--- config.mk ---
export PLATFORM = sky130hd
export DESIGN_NAME = pwm_timer
export DESIGN_NICKNAME = d
export VERILOG_FILES = /design/src/rtl/pwm_timer_pkg.sv /design/src/rtl/pwm_prescaler.sv /design/src/rtl/pwm_counter.sv /design/src/rtl/pwm_compare.sv /design/src/rtl/pwm_timer.sv
export SDC_FILE = /design/constraint.sdc
export NUM_CORES = 1
export LEC_CHECK = 0
export BUFFER_PORTS_ARGS = -buffer_cell sky130_fd_sc_hd__buf_4
export CORE_ASPECT_RATIO = 1.25
export CORE_MARGIN = 5
export CORE_UTILIZATION = 41
export CTS_CLUSTER_SIZE = 8
export DETAILED_ROUTE_END_ITERATION = 8
export PLACE_DENSITY = 0.67
export SYNTH_ARGS = -nofsm -noshare
export SYNTH_HDL_FRONTEND = slang
export SYNTH_SLANG_ARGS = --single-unit
export TNS_END_PERCENT = 100
--- constraint.sdc ---
create_clock -name clk -period 6.55 [get_ports clk]
set_clock_uncertainty 0.15 [all_clocks]
set_input_delay 0.655 -clock clk [delete_from_list [all_inputs] [get_ports clk]]
set_output_delay 0.655 -clock clk [all_outputs]
set_load 0.02 [all_outputs]
--- src/rtl/pwm_timer_pkg.sv ---
package pwm_timer_pkg;

  typedef enum logic [1:0] {
    OM_OFF    = 2'd0,
    OM_TOGGLE = 2'd1,
    OM_NONINV = 2'd2,
    OM_INV    = 2'd3
  } out_mode_e;

  localparam int SEL_W   = 3;
  localparam int NUM_SEL = 1 << SEL_W;

  // number of low prescaler bits that must be all ones for a timer clock
  function automatic int sel_shift(input int sel);
    case (sel)
      0:       sel_shift = 0;
      1:       sel_shift = 3;
      2:       sel_shift = 5;
      3:       sel_shift = 6;
      4:       sel_shift = 7;
      5:       sel_shift = 8;
      default: sel_shift = 10;
    endcase
  endfunction

endpackage

--- src/rtl/pwm_prescaler.sv ---
module pwm_prescaler
  import pwm_timer_pkg::*;
#(
  parameter int DIV_W = 10
) (
  input  logic             clk,
  input  logic             rst_n,
  input  logic             run,
  input  logic [SEL_W-1:0] sel,
  output logic             tick
);

  localparam logic [DIV_W-1:0] DIV_ONE = {{(DIV_W-1){1'b0}}, 1'b1};

  logic [DIV_W-1:0]   div_q;
  logic [DIV_W-1:0]   div_d;
  logic [NUM_SEL-1:0] hit;

  // one terminal-count detector per selectable ratio
  for (genvar g = 0; g < NUM_SEL; g++) begin : g_hit
    localparam int SH = (sel_shift(g) > DIV_W) ? DIV_W : sel_shift(g);
    if (SH == 0) begin : g_every
      assign hit[g] = 1'b1;
    end else begin : g_mask
      assign hit[g] = &div_q[SH-1:0];
    end
  end

  always_comb begin
    div_d = div_q;
    if (run) begin
      div_d = div_q + DIV_ONE;
    end
  end

  always_ff @(posedge clk or negedge rst_n) begin
    if (!rst_n) begin
      div_q <= '0;
    end else begin
      div_q <= div_d;
    end
  end

  assign tick = run & hit[sel];

endmodule

--- src/rtl/pwm_counter.sv ---
module pwm_counter #(
  parameter int W = 8
) (
  input  logic         clk,
  input  logic         rst_n,
  input  logic         tick,
  output logic [W-1:0] cnt,
  output logic         at_max
);

  localparam logic [W-1:0] CNT_MAX = '1;
  localparam logic [W-1:0] CNT_ONE = {{(W-1){1'b0}}, 1'b1};

  logic [W-1:0] cnt_d;

  assign at_max = (cnt == CNT_MAX);

  always_comb begin
    cnt_d = cnt;
    if (tick) begin
      cnt_d = at_max ? '0 : cnt + CNT_ONE;
    end
  end

  always_ff @(posedge clk or negedge rst_n) begin
    if (!rst_n) begin
      cnt <= '0;
    end else begin
      cnt <= cnt_d;
    end
  end

endmodule

--- src/rtl/pwm_compare.sv ---
module pwm_compare
  import pwm_timer_pkg::*;
#(
  parameter int W = 8
) (
  input  logic         clk,
  input  logic         rst_n,
  input  logic         tick,
  input  logic [W-1:0] cnt,
  input  logic         at_max,
  input  logic [W-1:0] cmp_in,
  input  logic [1:0]   mode,
  output logic [W-1:0] ocr,
  output logic         match,
  output logic         wave
);

  out_mode_e    mode_e;
  logic         wrap;
  logic [W-1:0] ocr_d;
  logic         wave_d;

  assign mode_e = out_mode_e'(mode);
  assign wrap   = tick & at_max;
  assign match  = tick & (cnt == ocr);

  // shadow value moves into the active register only at wrap
  always_comb begin
    ocr_d = ocr;
    if (wrap) begin
      ocr_d = cmp_in;
    end
  end

  // wrap event has priority over compare match in both PWM polarities
  always_comb begin
    wave_d = wave;
    unique case (mode_e)
      OM_OFF:    wave_d = wave;
      OM_TOGGLE: if (match) wave_d = ~wave;
      OM_NONINV: begin
        if (wrap)       wave_d = 1'b1;
        else if (match) wave_d = 1'b0;
      end
      OM_INV: begin
        if (wrap)       wave_d = 1'b0;
        else if (match) wave_d = 1'b1;
      end
      default:   wave_d = wave;
    endcase
  end

  always_ff @(posedge clk or negedge rst_n) begin
    if (!rst_n) begin
      ocr  <= '0;
      wave <= 1'b0;
    end else begin
      ocr  <= ocr_d;
      wave <= wave_d;
    end
  end

endmodule

--- src/rtl/pwm_timer.sv ---
module pwm_timer
  import pwm_timer_pkg::*;
#(
  parameter int CNT_W = 8,
  parameter int DIV_W = 10
) (
  input  logic             clk,
  input  logic             rst_n,
  input  logic             run,
  input  logic [SEL_W-1:0] clk_sel,
  input  logic [CNT_W-1:0] cmp_value,
  input  logic [1:0]       out_mode,
  input  logic             ovf_clr,
  input  logic             cmp_clr,
  output logic             wave_out,
  output logic             ovf_flag,
  output logic             cmp_flag
);

  logic             tick;
  logic [CNT_W-1:0] cnt;
  logic             at_max;
  logic [CNT_W-1:0] ocr;
  logic             match;
  logic             wrap;
  logic             ovf_d;
  logic             cmp_d;

  pwm_prescaler #(.DIV_W(DIV_W)) u_presc (
    .clk   (clk),
    .rst_n (rst_n),
    .run   (run),
    .sel   (clk_sel),
    .tick  (tick)
  );

  pwm_counter #(.W(CNT_W)) u_cnt (
    .clk    (clk),
    .rst_n  (rst_n),
    .tick   (tick),
    .cnt    (cnt),
    .at_max (at_max)
  );

  pwm_compare #(.W(CNT_W)) u_cmp (
    .clk    (clk),
    .rst_n  (rst_n),
    .tick   (tick),
    .cnt    (cnt),
    .at_max (at_max),
    .cmp_in (cmp_value),
    .mode   (out_mode),
    .ocr    (ocr),
    .match  (match),
    .wave   (wave_out)
  );

  assign wrap = tick & at_max;

  // sticky flags, set wins over a same-cycle clear
  always_comb begin
    ovf_d = wrap  | (ovf_flag & ~ovf_clr);
    cmp_d = match | (cmp_flag & ~cmp_clr);
  end

  always_ff @(posedge clk or negedge rst_n) begin
    if (!rst_n) begin
      ovf_flag <= 1'b0;
      cmp_flag <= 1'b0;
    end else begin
      ovf_flag <= ovf_d;
      cmp_flag <= cmp_d;
    end
  end

endmodule

======== After elaboration in Yosys (flattened, before gate mapping) ========
Cells that the tools add are included.
Widths: inputs -> output; s select.
operators by class
  add/sub/neg operators ................... 2
  order comparisons ....................... 1
  equal/unequal tests ..................... 8
  multiplexer cells ....................... 9
  bitwise logic cells ..................... 11
  reduce and logical (&&, ||, !) cells .... 8
operator list
  kind                   number
  $add 10x1->10 const B  1
  $reduce_and 10->1      1
  $add 8x1->8 const B    1
  $eq 8x8->1             1
  $eq 8x8->1 const B     1
  $mux 8                 1
  $reduce_and 8->1       1
  $reduce_and 7->1       1
  $mux 1                 6
  $ne 3x3->1 const B     2
  $reduce_and 6->1       1
  $and 1x1->1            5
  $reduce_and 5->1       1
  $eq 2x2->1 const B     2
  $lt 3x4->1 const B     1
  $not 1->1              4
  $reduce_and 4->1       1
  $bmux 1 s3             1
  $pmux 1 s3             1
  $reduce_and 3->1       1
  $eq 2x1->1 const B     1
  $logic_not 2->1        1
  $ne 2x2->1 const B     1
  $or 1x1->1             2
storage, ports and cells
  bits in registers ....................... 29
  input bits .............................. 18
  logic and storage cells ................. 45

======== Depth between registers and ports, before layout ========
  depth after elaboration ................. 8
  gate-level depth with buffers ........... 9
  mapped depth without buffers ............ 8

======== Hierarchy ========
A second synthesis with hierarchy kept.
unflattened totals
  cells, all modules ...................... 134
  area total of the unflattened synthesis .. 1,500.2 µm²
by module, submodules not included
  module         instances  cells an instance  area an instance (µm²)
  pwm_prescaler  1          49                 554.3
  pwm_compare    1          41                 479.2
  pwm_counter    1          37                 392.9
  pwm_timer      1          7                  73.8

======== Worst setup path before layout ========
No wires, ideal clock.
  path kind ............................... input port to flip-flop
  start point ............................. input run
  end point ............................... register u_cmp.ocr[0]
  setup time .............................. 0.125 ns
  data arrival time ....................... 1.990 ns
  data required time ...................... 6.275 ns
  setup slack ............................. 4.285 ns
  stages .................................. 6
  cell sequence ........................... buf_6 > nand3_2 > or2_4 > a211o_4 > a21oi_4 > mux2_2
on the way
  longest elaborated chain between the ends .. 2
RTL lines
  item                    line                 source
  start: declaration      pwm_timer.sv:9       input logic run,
  $and 1x1->1             pwm_prescaler.sv:44  assign tick = run & hit[sel];
  $and 1x1->1             pwm_compare.sv:24    assign wrap = tick & at_max;
  end signal: assignment  pwm_compare.sv:58    ocr <= ocr_d;
  end: declaration        pwm_compare.sv:13    output logic [W-1:0] ocr,
Every way passes these cells.
A chain may end at the register's enable or synchronous reset.

======== Final worst setup path ========
  start point ............................. register u_presc.div_q[0]
  end point ............................... register u_cmp.ocr[3]
on the way
  longest elaborated chain between the ends .. 5
  elaborated cells between the ends (all ways) .. 10
RTL lines
  item                                       line                 source
  start: declaration                         pwm_prescaler.sv:15  logic [DIV_W-1:0] div_q;
  start signal: assignment                   pwm_prescaler.sv:40  div_q <= div_d;
  $reduce_and 10->1 (tied with other cells)  pwm_prescaler.sv:25  assign hit[g] = &div_q[SH-1:0];
  $bmux 1 s3 *                               pwm_prescaler.sv:44
  $mux 1 (not written as such) *             pwm_prescaler.sv:44
  $and 1x1->1 *                              pwm_prescaler.sv:44
  $and 1x1->1 *                              pwm_compare.sv:24
Every way passes the cells marked *; elsewhere a longest branch is shown, timed or not. The select of a mux whose other input is x is not followed.

==> impl_summary.txt <==
----------------------------------------------------
[STA]
  Number of failing hold endpoints at the final stage ... 0
  Slew at the pin closest to its max-slew limit ... 0.6314 ns
  Setup repair after global routing missed its margin ... false
  Max-slew violation total from the final report ... 0
  Fmax achieved ... 371.4 MHz
  Minimum period implied by the final worst setup slack ... 2.692 ns
  Final setup slack of the worst path ... 3.858 ns
  Final worst path period share ... 41.10%
  Final setup violation count ... 0
  Worst slew slack as a fraction of its limit ... 57.68%
  Setup TNS ... 0 ns

[CTS]
  Clock sink count ... 29
  Number of setup buffers added after CTS ... 0
  Worst skew pair latency ... 0.28 ns
  CTS Hold Buffers Added ... 0
  Post-cts repair resize count ... 0
  CTS max path bufs ... 2
  Clock tree from TritonCTS ... done
  Max H-tree Level ... 2
  Clock transition time at the flip-flop clock pins of the worst setup and hold paths ... 0.06 ns
  Master cell of the clock root buffer ... clkbuf_8
  TritonCTS buffer count ... 5

[Setup path]
  Slowest stage cell, crit path ... nand4b_1
  Type of element launching the critical path ... flop
  R2r worst-path depth ... 8
  Max incr delay on CP ... 0.51 ns
  Critical Setup Path Class ... reg -> reg
  Cells along the critical path ... ha_1, and3_2, ha_1, nor2_1, nand2_1, nand4b_1, a21oi_4, mux2_2
  Worst Path Max Fanout ... 12
  Critical path data required time ... 6.56 ns
  Crit path capture type ... flop
  Endpoint arrival time on the critical path ... 2.70 ns
  Dominant cell type by count on the critical path ... ha_1

[Logic synthesis]
  Cell count after synthesis ... 135
  Post-synthesis area per instance ... 11.40 um^2
  Yosys warnings ... 0
  #FFs+latches synth ... 29
  Total nets after synthesis ... 157
  Sequential fraction of the synthesis area ... 47.15%
  Synth Flop Type ... dfrtp_1
  Share of flip-flops with an asynchronous set or reset ... 100.0%
  Number of distinct library cell variants in the gate-level netlist after synthesis ... 36
  Netlist area before placement ... 0.001539 mm^2
  Number of enable flip-flop cells after synthesis ... 0

[Layout]
  Top library cells by usage in the layout, fill and taps aside ... dfrtp_1, buf_4, xor2_1
  Fill cell total of the finished layout ... 346
  Net total in the final layout ... 180
  Number of diodes ... 0
  Area overhead of the layout relative to synthesis ... 16.18%
  Share of final-layout standard cells stronger than drive strength 1 ... 29.11%
  Leading cell type in the layout, fill and taps excluded ... dfrtp_1
  Footprint of the multi-input gates ... 757.0 um^2
  Sequential standard cell area ... 725.7 um^2

[Pwr]
  Seq pwr share ... 49.9%
  Clock network power share ... 27.2%
  Power spent charging and discharging nets ... 165.9 uW
  Power per cell area ... 297.1 mW/mm^2
  Worst vdd rail ir drop ... 0.1440 mV
  Relative contribution of combinational cells to total power ... 22.9%
  Switching share of total power ... 31.22%
  Leak pwr ... 0.8155 nW
  Design internal power ... 365.4 uW

[Worst hold path]
  Path class of the lowest-slack min-delay path ... in -> async

[Flow run]
  Count of max-cap constraint violations ... 0

[GRT]
  Initial antenna violation count ... 0
  Global-route total usage across every layer ... 13.42%
  Total global routing overflow ... 0
  Maximum number of pins on one net before global-route repair ... 30
  Via count of the first global-routing pass ... 1,100
  Global-route wire length before repair ... 5168 um

[Detailed routing]
  Wire per inst ... 14.86 um
  Vias post-DR ... 1,079
  Iter 0 DRT Violations ... 36
  Number of DRC violations after detailed routing ... 0
  Routed WL ... 2943 um
  Number of nets with antenna violations after routing ... 0
  Vias per cell ... 5.449
  Pre-Repair DR Iteration Count ... 4

[Die]
  Initial Utilization ... 41.34%
  Total number of placement rows ... 25
  Core ar. ... 0.003722 mm^2
  X dimension of the die ... 64.80 um
  Full die area ... 0.005087 mm^2
  I/O pin cnt ... 21
  Height of the die ... 78.50 um

[Place]
  Half-perimeter wire length of the detailed placement result ... 2156 um
  Number of port buffers ... 20
  Final RePlAce weighted congestion ... 0.9157
  Post-placement worst setup slack ... 3.887 ns

[Run status]
  Run status ... completed

----------------------------------------------------
==> final cells by class <==
cell class	count	share of cell area, %
Timing Repair Buffer	20	8.398
Tap cell	40	2.799
Sequential cell	29	40.59
Inverter	5	1.050
Clock buffer	7	4.829
Multi-Input combinational cell	97	42.34
==> path summary, 6_finish.rpt <==
| check | end | slack, ns | from |
|---|---|---|---|
| hold reg to reg | u_presc.div_q[9]$_DFFE_PN0P_ | 0.33 | u_presc.div_q[9]$_DFFE_PN0P_ |
| min in group clk | u_presc.div_q[9]$_DFFE_PN0P_ | 0.33 | u_presc.div_q[9]$_DFFE_PN0P_ |
| setup / recovery | u_cmp.ocr[3]$_DFFE_PN0N_ | 3.86 | u_presc.div_q[0]$_DFFE_PN0P_ |
| hold / removal | cmp_flag$_DFF_PN0_ | 0.14 | rst_n |
| setup reg to reg | u_cmp.ocr[3]$_DFFE_PN0N_ | 3.86 | u_presc.div_q[0]$_DFFE_PN0P_ |
| max in group asynchronous | u_cnt.cnt[2]$_DFFE_PN0P_ | 5.84 | rst_n |
==> synth_stat cells (2+ instances only) <==
cell | count | share of area [%]
mux2_2 | 11 | 8.0
inv_1 | 5 | 1.2
o211ai_1 | 2 | 0.98
nor2_1 | 6 | 1.5
nand2_1 | 10 | 2.4
dfrtp_1 | 29 | 47
xnor2_1 | 4 | 2.3
ha_1 | 4 | 3.3
nand2b_1 | 2 | 0.81
o2bb2ai_1 | 2 | 1.1
buf_6 | 3 | 2.2
a211oi_2 | 2 | 1.6
a21oi_1 | 3 | 0.98
nand4_1 | 2 | 0.81
nand3_1 | 9 | 2.9
xor2_1 | 14 | 8.0
nand3_2 | 2 | 1.3
o22ai_1 | 2 | 0.81
a211o_1 | 2 | 1.1
and3_1 | 3 | 1.2
and2_1 | 2 | 0.81
nor4_1 | 2 | 0.81
==> per-stage QoR <==
| stage | util (%) | power [mW] | hold slack [ns] | cell area, um^2 | std cells |
|---|---|---|---|---|---|
| 2_1_floorplan | - | 0.3481 | 0.2094 | 1539 | 135 |
| 3_3_place_gp | 45.71 | 0.3816 | 0.3110 | 1702 | 191 |
| 3_5_place_dp | 45.71 | 0.3898 | 0.3194 | 1702 | 191 |
| 4_1_cts | 48.03 | 0.5388 | 0.1515 | 1788 | 198 |
| 5_1_grt | 48.03 | 0.5713 | 0.1675 | 1788 | 198 |
| 6_report | 48.03 | 0.5312 | 0.1409 | 1788 | 198 |
==> power by group through the flow <==
stage / Sequential [mW] / Clock [mW] / Combinational (mW)
global route: 0.273 / 0.161 / 0.138
detailed placement: 0.268 / 0 / 0.122
floorplan: 0.258 / 0 / 0.0903
finish: 0.265 / 0.144 / 0.121
global placement: 0.266 / 0 / 0.116
CTS: 0.265 / 0.150 / 0.124
==> worst max-delay path: cells and delay by family, from the launching register on <==
family | cells | cell delay, ns
compound gates | 1 | 0.49
fa+ha+maj | 2 | 0.37
mux | 1 | 0.38
flops | 1 | 0.38
simple gates | 4 | 0.80
==> logic make-up (layout without fill, tap and decap cells) <==
kind of cell | after synthesis | in the layout | synth area share, %
XOR/XNOR | 18 | 18 | 10.24
multiplexers | 12 | 12 | 9.024
flip-flops | 29 | 29 | 47.15
buffers and inverters | 9 | 32 | 3.658
AND/OR/NAND/NOR | 42 | 42 | 14.80
AO/OA/AOI/OAI | 21 | 21 | 11.87
adder cells (fa/ha/maj) | 4 | 4 | 3.252
==> per-layer routing <==
layer | GRT usage [%] | up-vias | routed length (um)
met3 | 5.579 | 7 | 164
met2 | 21.08 | 22 | 1447
met4 | 5.708 | 0 | 63
met1 | 15.99 | 522 | 1267
met5 | 0 | - | 0
li1 | - | 528 | -
==> sequential cells by signal (all words and copies together), names as in the netlist <==
signal         count
ovf_flag           1
u_cnt.cnt          8
u_cmp.wave         1
cmp_flag           1
u_cmp.ocr          8
u_presc.div_q     10
Note: power is estimated with default switching activity, not from simulation.
